### src/rtl/dram_seq_pkg.sv
package dram_seq_pkg;

  typedef enum logic [2:0] {
    CMD_NOP = 3'd0,
    CMD_ACT = 3'd1,
    CMD_WR  = 3'd2,
    CMD_RD  = 3'd3,
    CMD_PRE = 3'd4
  } rq_cmd_e;

  typedef enum logic [1:0] {
    ST_IDLE,
    ST_COL,
    ST_PRE
  } seq_state_e;

endpackage

### src/rtl/seq_gap_timer.sv
// Down-counter holding the remaining spacing before the next packet may leave.
module seq_gap_timer #(
  parameter int GAP_W = 4
) (
  input  logic             clk,
  input  logic             rst_n,
  input  logic             load,
  input  logic [GAP_W-1:0] load_val,
  output logic             expired
);

  logic [GAP_W-1:0] cnt_q;
  logic [GAP_W-1:0] cnt_d;

  always_comb begin
    cnt_d = cnt_q;
    if (load) begin
      cnt_d = load_val;
    end else if (cnt_q != '0) begin
      cnt_d = cnt_q - 1'b1;
    end
  end

  always_ff @(posedge clk or negedge rst_n) begin
    if (!rst_n) begin
      cnt_q <= '0;
    end else begin
      cnt_q <= cnt_d;
    end
  end

  assign expired = (cnt_q == '0);

endmodule

### src/rtl/seq_pulse_delay.sv
// Fixed delay line for one-bit data-bus pulses.
module seq_pulse_delay #(
  parameter int DEPTH = 3
) (
  input  logic clk,
  input  logic rst_n,
  input  logic din,
  output logic dout
);

  generate
    if (DEPTH == 1) begin : g_single
      logic stage_q;
      always_ff @(posedge clk or negedge rst_n) begin
        if (!rst_n) begin
          stage_q <= 1'b0;
        end else begin
          stage_q <= din;
        end
      end
      assign dout = stage_q;
    end else begin : g_chain
      logic [DEPTH-1:0] stage_q;
      always_ff @(posedge clk or negedge rst_n) begin
        if (!rst_n) begin
          stage_q <= '0;
        end else begin
          stage_q <= {stage_q[DEPTH-2:0], din};
        end
      end
      assign dout = stage_q[DEPTH-1];
    end
  endgenerate

endmodule

### src/rtl/dram_req_seq.sv
module dram_req_seq
  import dram_seq_pkg::*;
#(
  parameter int BANK_W    = 3,
  parameter int ROW_W     = 12,
  parameter int COL_W     = 6,
  parameter int NCOL_W    = 4,
  parameter int T_ACT_WR  = 1,
  parameter int T_ACT_RD  = 5,
  parameter int T_COL     = 2,
  parameter int T_WR_DATA = 3,
  parameter int T_RD_DATA = 6,
  parameter int T_WR_PRE  = 10,
  parameter int T_RD_PRE  = 3
) (
  input  logic                    clk,
  input  logic                    rst_n,
  input  logic                    txn_valid,
  output logic                    txn_ready,
  input  logic                    txn_write,
  input  logic [BANK_W-1:0]       txn_bank,
  input  logic [ROW_W-1:0]        txn_row,
  input  logic [COL_W-1:0]        txn_col,
  input  logic [NCOL_W-1:0]       txn_cols_m1,
  output logic [2:0]              rq_cmd,
  output logic [BANK_W-1:0]       rq_bank,
  output logic [((ROW_W > COL_W) ? ROW_W : COL_W)-1:0] rq_addr,
  output logic                    wr_strobe,
  output logic                    rd_capture
);

  localparam int ADDR_W   = (ROW_W > COL_W) ? ROW_W : COL_W;
  localparam int MAX_AB   = (T_ACT_WR > T_ACT_RD) ? T_ACT_WR : T_ACT_RD;
  localparam int MAX_PRE  = (T_WR_PRE > T_RD_PRE) ? T_WR_PRE : T_RD_PRE;
  localparam int MAX_CP   = (T_COL > MAX_PRE) ? T_COL : MAX_PRE;
  localparam int GAP_MAX  = (MAX_AB > MAX_CP) ? MAX_AB : MAX_CP;
  localparam int GAP_W    = $clog2(GAP_MAX + 1);

  // Transaction context
  seq_state_e          state_q, state_d;
  logic                is_wr_q;
  logic [BANK_W-1:0]   bank_q;
  logic [COL_W-1:0]    col_q, col_d;
  logic [NCOL_W-1:0]   left_q, left_d;
  logic                accept;

  // Registered request packet
  rq_cmd_e             cmd_q, cmd_d;
  logic [BANK_W-1:0]   obank_q, obank_d;
  logic [ADDR_W-1:0]   oaddr_q, oaddr_d;

  // Spacing timer
  logic                gap_load;
  logic [GAP_W-1:0]    gap_val;
  logic                gap_done;

  assign txn_ready = (state_q == ST_IDLE);
  assign accept    = txn_ready && txn_valid;

  seq_gap_timer #(.GAP_W(GAP_W)) u_gap (
    .clk      (clk),
    .rst_n    (rst_n),
    .load     (gap_load),
    .load_val (gap_val),
    .expired  (gap_done)
  );

  // Next-state and packet selection
  always_comb begin
    state_d  = state_q;
    col_d    = col_q;
    left_d   = left_q;
    cmd_d    = CMD_NOP;
    obank_d  = '0;
    oaddr_d  = '0;
    gap_load = 1'b0;
    gap_val  = '0;
    unique case (state_q)
      ST_IDLE: begin
        if (txn_valid) begin
          cmd_d    = CMD_ACT;
          obank_d  = txn_bank;
          oaddr_d  = ADDR_W'(txn_row);
          col_d    = txn_col;
          left_d   = txn_cols_m1;
          gap_load = 1'b1;
          gap_val  = txn_write ? GAP_W'(T_ACT_WR - 1) : GAP_W'(T_ACT_RD - 1);
          state_d  = ST_COL;
        end
      end
      ST_COL: begin
        if (gap_done) begin
          cmd_d    = is_wr_q ? CMD_WR : CMD_RD;
          obank_d  = bank_q;
          oaddr_d  = ADDR_W'(col_q);
          gap_load = 1'b1;
          if (left_q == '0) begin
            gap_val = is_wr_q ? GAP_W'(T_WR_PRE - 1) : GAP_W'(T_RD_PRE - 1);
            state_d = ST_PRE;
          end else begin
            gap_val = GAP_W'(T_COL - 1);
            left_d  = left_q - 1'b1;
            col_d   = col_q + 1'b1;
          end
        end
      end
      ST_PRE: begin
        if (gap_done) begin
          cmd_d   = CMD_PRE;
          obank_d = bank_q;
          state_d = ST_IDLE;
        end
      end
      default: state_d = ST_IDLE;
    endcase
  end

  // Registers
  always_ff @(posedge clk or negedge rst_n) begin
    if (!rst_n) begin
      state_q <= ST_IDLE;
      is_wr_q <= 1'b0;
      bank_q  <= '0;
      col_q   <= '0;
      left_q  <= '0;
      cmd_q   <= CMD_NOP;
      obank_q <= '0;
      oaddr_q <= '0;
    end else begin
      state_q <= state_d;
      col_q   <= col_d;
      left_q  <= left_d;
      cmd_q   <= cmd_d;
      obank_q <= obank_d;
      oaddr_q <= oaddr_d;
      if (accept) begin
        is_wr_q <= txn_write;
        bank_q  <= txn_bank;
      end
    end
  end

  assign rq_cmd  = cmd_q;
  assign rq_bank = obank_q;
  assign rq_addr = oaddr_q;

  seq_pulse_delay #(.DEPTH(T_WR_DATA)) u_wr_dly (
    .clk   (clk),
    .rst_n (rst_n),
    .din   (cmd_q == CMD_WR),
    .dout  (wr_strobe)
  );

  seq_pulse_delay #(.DEPTH(T_RD_DATA)) u_rd_dly (
    .clk   (clk),
    .rst_n (rst_n),
    .din   (cmd_q == CMD_RD),
    .dout  (rd_capture)
  );

endmodule

### config.mk
export PLATFORM = sky130hd
export DESIGN_NAME = dram_req_seq
export DESIGN_NICKNAME = d
export VERILOG_FILES = /design/src/rtl/dram_seq_pkg.sv /design/src/rtl/seq_gap_timer.sv /design/src/rtl/seq_pulse_delay.sv /design/src/rtl/dram_req_seq.sv
export SDC_FILE = /design/constraint.sdc
export NUM_CORES = 1
export LEC_CHECK = 0
export BUFFER_PORTS_ARGS = -buffer_cell sky130_fd_sc_hd__buf_4
export CAP_MARGIN = 15
export CORE_MARGIN = 3
export CORE_UTILIZATION = 46
export CTS_CLUSTER_DIAMETER = 50
export DETAILED_ROUTE_END_ITERATION = 8
export GPL_TIMING_DRIVEN = 0
export PLACE_DENSITY = 0.73
export SYNTH_ARGS = -nofsm -noshare
export SYNTH_HDL_FRONTEND = slang
export SYNTH_SLANG_ARGS = --single-unit
### constraint.sdc
create_clock -name clk -period 1.75 [get_ports clk]
set_input_delay 0.0875 -clock clk [delete_from_list [all_inputs] [get_ports clk]]
set_output_delay 0.0875 -clock clk [all_outputs]
set_load 0.02 [all_outputs]
==> After elaboration in Yosys (flattened, before gate mapping) <==
Index checks and enable logic that the tools add are counted.
{ "op_classes": {"add_sub_neg": 3, "n_mux": 35, "eq_ne": 9, "reduce_logical": 10} }
{ "op_table": {"columns": ["cell", "count"], "rows": [
  ["4-bit two-way mux", 8],
  ["6-bit two-way mux", 4],
  ["12-bit case mux with 2 select lines", 1],
  ["4-bit case mux with 2 select lines", 2],
  ["3-bit two-way mux", 5],
  ["12-bit two-way mux", 1],
  ["6-bit case mux with 2 select lines", 1],
  ["2-bit two-way mux", 5],
  ["2-bit != test (second input constant)", 5],
  ["3-bit case mux with 3 select lines", 1],
  ["4-bit logical NOT", 2],
  ["4-bit AND reduction", 2],
  ["4-bit by 1-bit subtractor with 4-bit output (second input constant)", 2],
  ["6-bit by 1-bit adder with 6-bit output (second input constant)", 1],
  ["3-bit by 2-bit equality test with 1-bit output (second input constant)", 2],
  ["2-bit case mux with 3 select lines", 1],
  ["3-bit case mux with 2 select lines", 1],
  ["1-bit two-way mux", 4],
  ["2-bit nonzero test", 2],
  ["4-bit nonzero test", 1],
  ["2-bit by 1-bit equality test with 1-bit output (second input constant)", 1],
  ["2-bit equality test (second input constant)", 1],
  ["2-bit logical NOT", 1],
  ["1-bit case mux with 2 select lines", 1],
  ["2 further kinds", 2]
]} }
{ "totals": {"reg_bits": 47} }

==> Depth between registers and ports, before layout <==
Gate-level depths: netlist of the first run.
{ "logic_depth": {"depth_word": 5, "mapped_depth": 9} }

==> By module <==
From an unflattened synthesis of the first run, not the netlist that was laid out.
{ "unflattened": {"hier_cells": 202, "area_unflattened_um2": 2164.6} }
{ "by_module_without_submodules": {"columns": ["module", "cells_per_inst", "instances", "seq_area_each_um2", "area_each_um2"], "rows": [
  ["dram_req_seq", 171, 1, 850.8, 1705.4],
  ["seq_gap_timer", 22, 1, 100.1, 234.0],
  ["seq_pulse_delay (u_rd_dly)", 6, 1, 150.1, 150.1],
  ["seq_pulse_delay (u_wr_dly)", 3, 1, 75.1, 75.1]
]} }

==> Worst setup path before layout of the first run <==
No wires, ideal clock.
{ "synth_path": {"kind": "register to register", "start": "register state_q[0]", "end": "register col_q[0]", "setup_ns": 0.136, "n_path_buf": 3, "arrival_ns": 1.713, "setup_slack_ns": -0.098, "synth_period_minus_slack_ns": 1.848, "stages_incl_launch_ff": 10, "path_cell_list": "dfrtp_1 > inv_1 > ha_1 > clkbuf_1 > and2_1 > clkbuf_1 > nand2b_1 > buf_2 > o22ai_1 > a21oi_1"} }
{ "synth_via": {"elab_chain_cells": 3} }
{ "synth_lines": {"columns": ["element", "line", "source"], "rows": [
  ["from (decl)", "dram_req_seq.sv:40", "seq_state_e state_q, state_d;"],
  ["from (signal assigned)", "dram_req_seq.sv:130", "state_q <= state_d;"],
  ["2-bit logical NOT *", null, null],
  ["net txn_ready", "dram_req_seq.sv:19", "output logic txn_ready,"],
  ["2-bit != test (no source line) or 2-bit nonzero test (tied branches)", null, null],
  ["4-bit AND reduction (no source line)", null, null],
  ["to (signal assigned)", "dram_req_seq.sv:131", "col_q <= col_d;"],
  ["to (decl)", "dram_req_seq.sv:43", "logic [COL_W-1:0] col_q, col_d;"]
]} }
Mark *: on every way through the listed nets, which the timed path passes. The rest lies on a longest branch.
A chain may end at the register's enable or synchronous reset.

==> Worst setup path in the final report of the first run <==
{ "layout_path": {"start": "register u_gap.cnt_q[1]", "end": "register col_q[1]"} }
{ "layout_via": {"elab_chain_cells": 3} }
{ "layout_lines": {"columns": ["element", "line", "source"], "rows": [
  ["from (decl)", "seq_gap_timer.sv:12", "logic [GAP_W-1:0] cnt_q;"],
  ["from (signal assigned)", "seq_gap_timer.sv:28", "cnt_q <= cnt_d;"],
  ["4-bit logical NOT", "seq_gap_timer.sv:32", "assign expired = (cnt_q == '0);"],
  ["2-bit != test (no source line)", null, null],
  ["4-bit AND reduction (no source line)", null, null]
]} }
Every way passes these cells.

==> results of run 1 <==
synth_stat cells, types with 6 or more instances:
library cell  instances
and3_1                6
o21ai_0              12
a21oi_1              13
o22ai_1               9
clkbuf_1              8
nand3_1               6
inv_1                 8
dfrtp_1              47
nor2_1               13
nand2_1              24
ha_1                  7
how the worst max path moves through the flow:
stage                              start    endpoint  slack (ns)
after floorplan           u_gap.cnt_q[0]    col_q[1]       -0.01
after global placement        state_q[1]    col_q[2]       -0.27
after detailed placement      state_q[1]    col_q[2]       -0.31
after CTS                 u_gap.cnt_q[0]   left_q[0]       -0.09
after global routing      u_gap.cnt_q[1]  state_q[0]       -0.15
final                     u_gap.cnt_q[1]    col_q[1]       -0.10
area by class of cell:
type / count / area share
Buffer: 10 / 0.0224
Clock buffer: 7 / 0.0268
Clock inverter: 1 / 0.00176
Inverter: 8 / 0.0106
Multi-Input combinational cell: 137 / 0.329
Sequential cell: 47 / 0.414
Tap cell: 52 / 0.0229
Timing Repair Buffer: 64 / 0.173
what timing repair did:
item                                    CTS  global route
endpoints found under the setup margin   30            23
pin swaps                                 5             1
endpoints found under the hold margin    50             1
hold buffers                              4             1
setup buffers                             4             6
gates resized for setup                  10            21
cloned                                    0             0
layout by cell type (no fill, tap or decap), types with 2 or more instances in the layout:
master / count
o21ai_0: 9
ha_4: 2
dlygate4sd3_1: 5
buf_2: 2
nor3_1: 3
nor2_1: 12
a21oi_1: 13
inv_1: 6
dfrtp_1: 47
nand2_1: 24
clkbuf_1: 4
nand4_1: 2
nand2b_1: 3
a2bb2oi_1: 2
o21ai_1: 2
o22ai_1: 9
nor3b_1: 3
clkbuf_8: 5
a31oi_1: 2
nand3_1: 6
ha_1: 4
a22o_1: 5
nor2b_1: 2
inv_2: 2
buf_4: 62
and3_1: 6
metal layers:
metal,up-vias,GRT usage,share of wire
li1,857,-,-
met1,870,0.230,0.43
met2,53,0.313,0.50
met3,4,0.0547,0.065
met4,0,0.0604,0.0081
met5,-,0,0
worst max-delay path, cell delays in order, from the launching register on:
cell and delay [ns]:
dfrtp_1 0.39, inv_1 0.06, ha_2 0.19, or3b_4 0.42
or4_1 0.52, o21ai_1 0.08, a21oi_1 0.07
through the flow:
step | hold slack (ns) | cell area [um^2] | TNS [ns] | worst slack, ns | power [mW]
4_1_cts | 0.00341 | 2730 | -0.203 | -0.0892 | 4.46
2_1_floorplan | -0.208 | 2120 | -0.0275 | -0.0138 | 3.09
3_3_place_gp | 0.129 | 2550 | -3.30 | -0.271 | 3.66
3_5_place_dp | 0.132 | 2550 | -4.21 | -0.314 | 3.71
6_report | 0.0104 | 2840 | -0.323 | -0.101 | 4.70
5_1_grt | 0.0103 | 2840 | -0.888 | -0.149 | 5.07
report_power, final:
group,total (mW),leakage [nW],internal (mW),switching (mW)
clock,0.618,0.0422,0.281,0.337
combinational,2.35,0.744,1.12,1.23
sequential,1.73,0.603,1.45,0.279
sequential cells by signal, indices dropped and copies added, names as in the netlist:
signal                    cells
rq_cmd                        3
state_q                       2
col_q                         6
u_wr_dly.g_chain.stage_q      3
u_gap.cnt_q                   4
rq_bank                       3
u_rd_dly.g_chain.stage_q      6
rq_addr                      12
is_wr_q                       1
left_q                        4
bank_q                        3
kinds of logic (layout without fill, tap and decap cells):
logic type,after synthesis,in the layout,share of synthesized area
AND/OR/NAND/NOR,80,80,0.213
AO/OA/AOI/OAI,48,48,0.139
flip-flops,47,47,0.557
buffers and inverters,20,90,0.0409
adder cells (fa/ha/maj),7,7,0.0414
XOR/XNOR,1,1,0.00415
multiplexers,1,1,0.00474
==> flow_summary.toml, run 1 <==
[clock_network]
cts_made_buffers = 5
cts.clk_slew.worst_paths_ns = 0.09
cts_tree = "yes"
insertion_delay_ns = 0.29
cts_sinks = 47
htreeDepth = 2
clock_path_buffers = 2
root_buffer = "clkbuf_8"

[power]
leakage_nw = 1.39
ir_worst_vdd_uv = 836
power.density_nw_per_um2 = 1650

[placed_design]
dp_cells = 305
dp_hpwl_mm = 3.22
portBuffers = 49
gp_congestion = 0.854

[grt]
grt_max_degree = 48
first_global_vias = 1657
grt_pass1_wl_mm = 7.79
grt-ovfl-total = 0
antenna_found_initial = 0
grtUsageTotal = 0.187

[worst_setup_path]
cp_max_fo = 4
r2r-start = "u_gap.cnt_q[1]"
crit_type = "register to register"
reg2regPathDepth = 6
endpoint_kind = "register"
required_ns = 1.94
reg2reg_to = "col_q[1]"
start_kind = "register"
r2r_slack_ns = -0.10
arrival_ns = 2.04

[sta]
rsz0062_at_grt = "true"
setup_viol = 5
setup_slack_ns = -0.101
skew_ns = 0.0107
max_slew_margin = 0.608
fmax_ghz = 0.540
period_needed_ns = 1.85
hold_violations = 0
worst_slew_pin_slew_ns = 0.588
timing.final.crit_share = 1.06
drv_slew = 0

[logic_synthesis]
ys.flop_type = "dfrtp_1"
synth_top_cell_by_area = "dfrtp_1"
seq_area_frac_synth = 0.557
yosys_register_bits = 47
async_flop_share = 1.00
syn_inst = 204
syn-num-nets = 240
synth.area.top_cells = "dfrtp_1, nand2_1, ha_1, a21oi_1, o21ai_0"
synth_top_area_frac = 0.557
yosys_warnings = 0
synthDistinctLibCells = 41
synth_edf_count = 0
synth_area_um2 = 2110
synth_area_per_cell_um2 = 10.4

[layout]
fill_cells = 360
multi_input_area_um2 = 935
final_util = 0.649
diodes = 0
layout.nets = 309
synthToLayoutAreaGrowth_pct = 34.6
seq_area_um2 = 1180
final_cells = 326
drive_gt1_frac = 0.339

[status]
violations = "negative setup slack"
status = "complete, but fails checks"

[floorplanning]
pin_count = 50
rows = 24
die_area_um2 = 5440
core-area_um2 = 4380
initial_core_util = 0.482
dieHeight_um = 73.8
die_w_um = 73.8

[route]
firstDrtPassIters = 4
viasPerCell = 5.47
drt-total-wl_mm = 4.80
drtAntennaViolNets = 0
drc = 0
drt-initial-drc-count = 111
wl_per_cell_um = 14.7
vias = 1784

[worst_hold_path]
hp-start = "txn_row[4]"
hold_end = "rq_addr[4]"
hp-class = "primary input to register"
whs_path_depth = 2

[flow_run]
cap_violations = 0
No activity file was read; power rests on OpenSTA's default activity.
==> run 2: changes to the inputs <==
PLACE_DENSITY = 0.83   (was 0.73)
==> run 2 against run 1 <==
Against the previous run: clock skew is 0.0040 ns lower; the flow still finishes with violations (negative setup slack); cell count is 0.92% higher; die area stayed put; critical endpoint unchanged; critical path type unchanged.
==> flow_summary.toml, run 2 (same netlist as run 1, synthesis figures left out) <==
[status]
status = "complete, but fails checks"
violations = "negative setup slack"

[sta]
setup_slack_ns = -0.0934
fmax_ghz = 0.542
setup_viol = 3
worst_slew_pin_slew_ns = 0.577
max_slew_margin = 0.616
timing.final.crit_share = 1.05
rsz0062_at_grt = "true"
fin_tns_setup_ns = -0.174
period_needed_ns = 1.84
skew_ns = 0.00668
hold_ws_ns = 0.0101
hold_violations = 0
drv_slew = 0

[floorplanning]
core-area_um2 = 4380
dieHeight_um = 73.8
initial_core_util = 0.482
die_area_um2 = 5440
pin_count = 50
rows = 24
die_w_um = 73.8

[grt]
grtUsageTotal = 0.202
first_global_vias = 1792
grt_max_degree = 48
antenna_found_initial = 0
grt_pass1_wl_mm = 8.36
grt-ovfl-total = 0

[worst_setup_path]
cpMaxStageDelayCell = "or4_1"
r2r_slack_ns = -0.09
max_stage_delay_ns = 0.53
path_delay_family = "simple AND/OR/NAND/NOR gates"
arrival_ns = 2.05
required_ns = 1.96
cp_max_fo = 4
endpoint_kind = "register"
crit_type = "register to register"
crit_chain = "inv_2, ha_4, or3b_4, or4_1, o21ai_1, a21oi_1"
start_kind = "register"
path_buf_inv = 1

[power]
leakage_nw = 1.42
power.total_mw = 5.04
power.density_nw_per_um2 = 1720
ir_worst_vdd_uv = 749

[clock_network]
cts.clk_slew.worst_paths_ns = 0.09
cts_made_buffers = 5
cts_tree = "yes"
htreeDepth = 2
cts_sinks = 47
clock_path_buffers = 2
insertion_delay_ns = 0.31
root_buffer = "clkbuf_8"

[layout]
final_common_cell = "buf_4"
fill_cells = 346
design_area_um2 = 2930
final_cells = 329
final_util = 0.668
layout.nets = 312
layout_common_cells = "buf_4, dfrtp_1, nand2_1"
diodes = 0
drive_gt1_frac = 0.339
synthToLayoutAreaGrowth_pct = 38.5
largest_reg_flops = 12

[route]
drt-initial-drc-count = 198
firstDrtPassIters = 4
drc = 0
drtAntennaViolNets = 0
drt-total-wl_mm = 5.28
vias = 1843
viasPerCell = 5.60
wl_per_cell_um = 16.0

[worst_hold_path]
hp-class = "primary input to register"

[flow_run]
cap_violations = 0

[placed_design]
portBuffers = 49
dp_hpwl_mm = 3.31
post_dp_cell_area_um2 = 2550
gp_congestion = 0.828
pre_cts_ws_ns = -0.273
dp_cells = 305
==> run 2: cell types whose count changed in the layout (fill, tap and decap cells not counted), moves of 2 or more <==
cell	before	now
buf_2	2	0
buf_4	62	60
clkbuf_1	4	2
dlygate4sd3_1	5	10
inv_1	6	4
inv_2	2	4
o21ai_0	9	7
o21ai_1	2	4
==> run 2: per-layer routing <==
metal / track usage / wire, um / vias to the layer above
li1: - / - / 863
met1: 0.252 / 2180 / 900
met2: 0.322 / 2650 / 62
met3: 0.0410 / 258 / 18
met4: 0.117 / 196 / 0
met5: 0 / 0 / -
==> run 2: repair_timing <==
action,in CTS,in global routing
pin swaps,2,3
endpoints found under the hold margin,57,0
setup buffers,3,5
endpoints found under the setup margin,30,23
gates resized for setup,18,18
hold buffers,10,0
==> run 2: where the power goes <==
part	switching, mW	internal (mW)	total (mW)
Combinational	1.30	1.14	2.44
Clock	0.404	0.433	0.837
Sequential	0.304	1.46	1.76
Total	2.01	3.03	5.04
==> run 2: final cells by class <==
cell class	count	area, um^2	share of cell area
Inverter	8	30.0	0.0103
Sequential cell	47	1180	0.402
Tap cell	52	65.1	0.0222
Timing Repair Buffer	67	528	0.180
Multi-Input combinational cell	137	941	0.321
Clock buffer	5	68.8	0.0235
Clock inverter	3	47.5	0.0162
Buffer	10	70.1	0.0239
==> run 2: worst register-to-register path, stage by stage (launching register included) <==
cell and delay [ns]:
dfrtp_1 0.41, inv_2 0.08, ha_4 0.14, or3b_4 0.41, or4_1 0.53, o21ai_1 0.10
a21oi_1 0.08
==> run 2: final timing paths <==
check,cells past startpoint,to,from
min in group asynchronous,2,u_rd_dly.g_chain.stage_q[1],rst_n
hold / removal,2,rq_addr[0],txn_row[0]
hold reg to reg,0,u_rd_dly.g_chain.stage_q[3],u_rd_dly.g_chain.stage_q[2]
max in group asynchronous,2,state_q[0],rst_n
setup reg to reg,6,col_q[1],u_gap.cnt_q[1]
setup / recovery,6,col_q[1],u_gap.cnt_q[1]
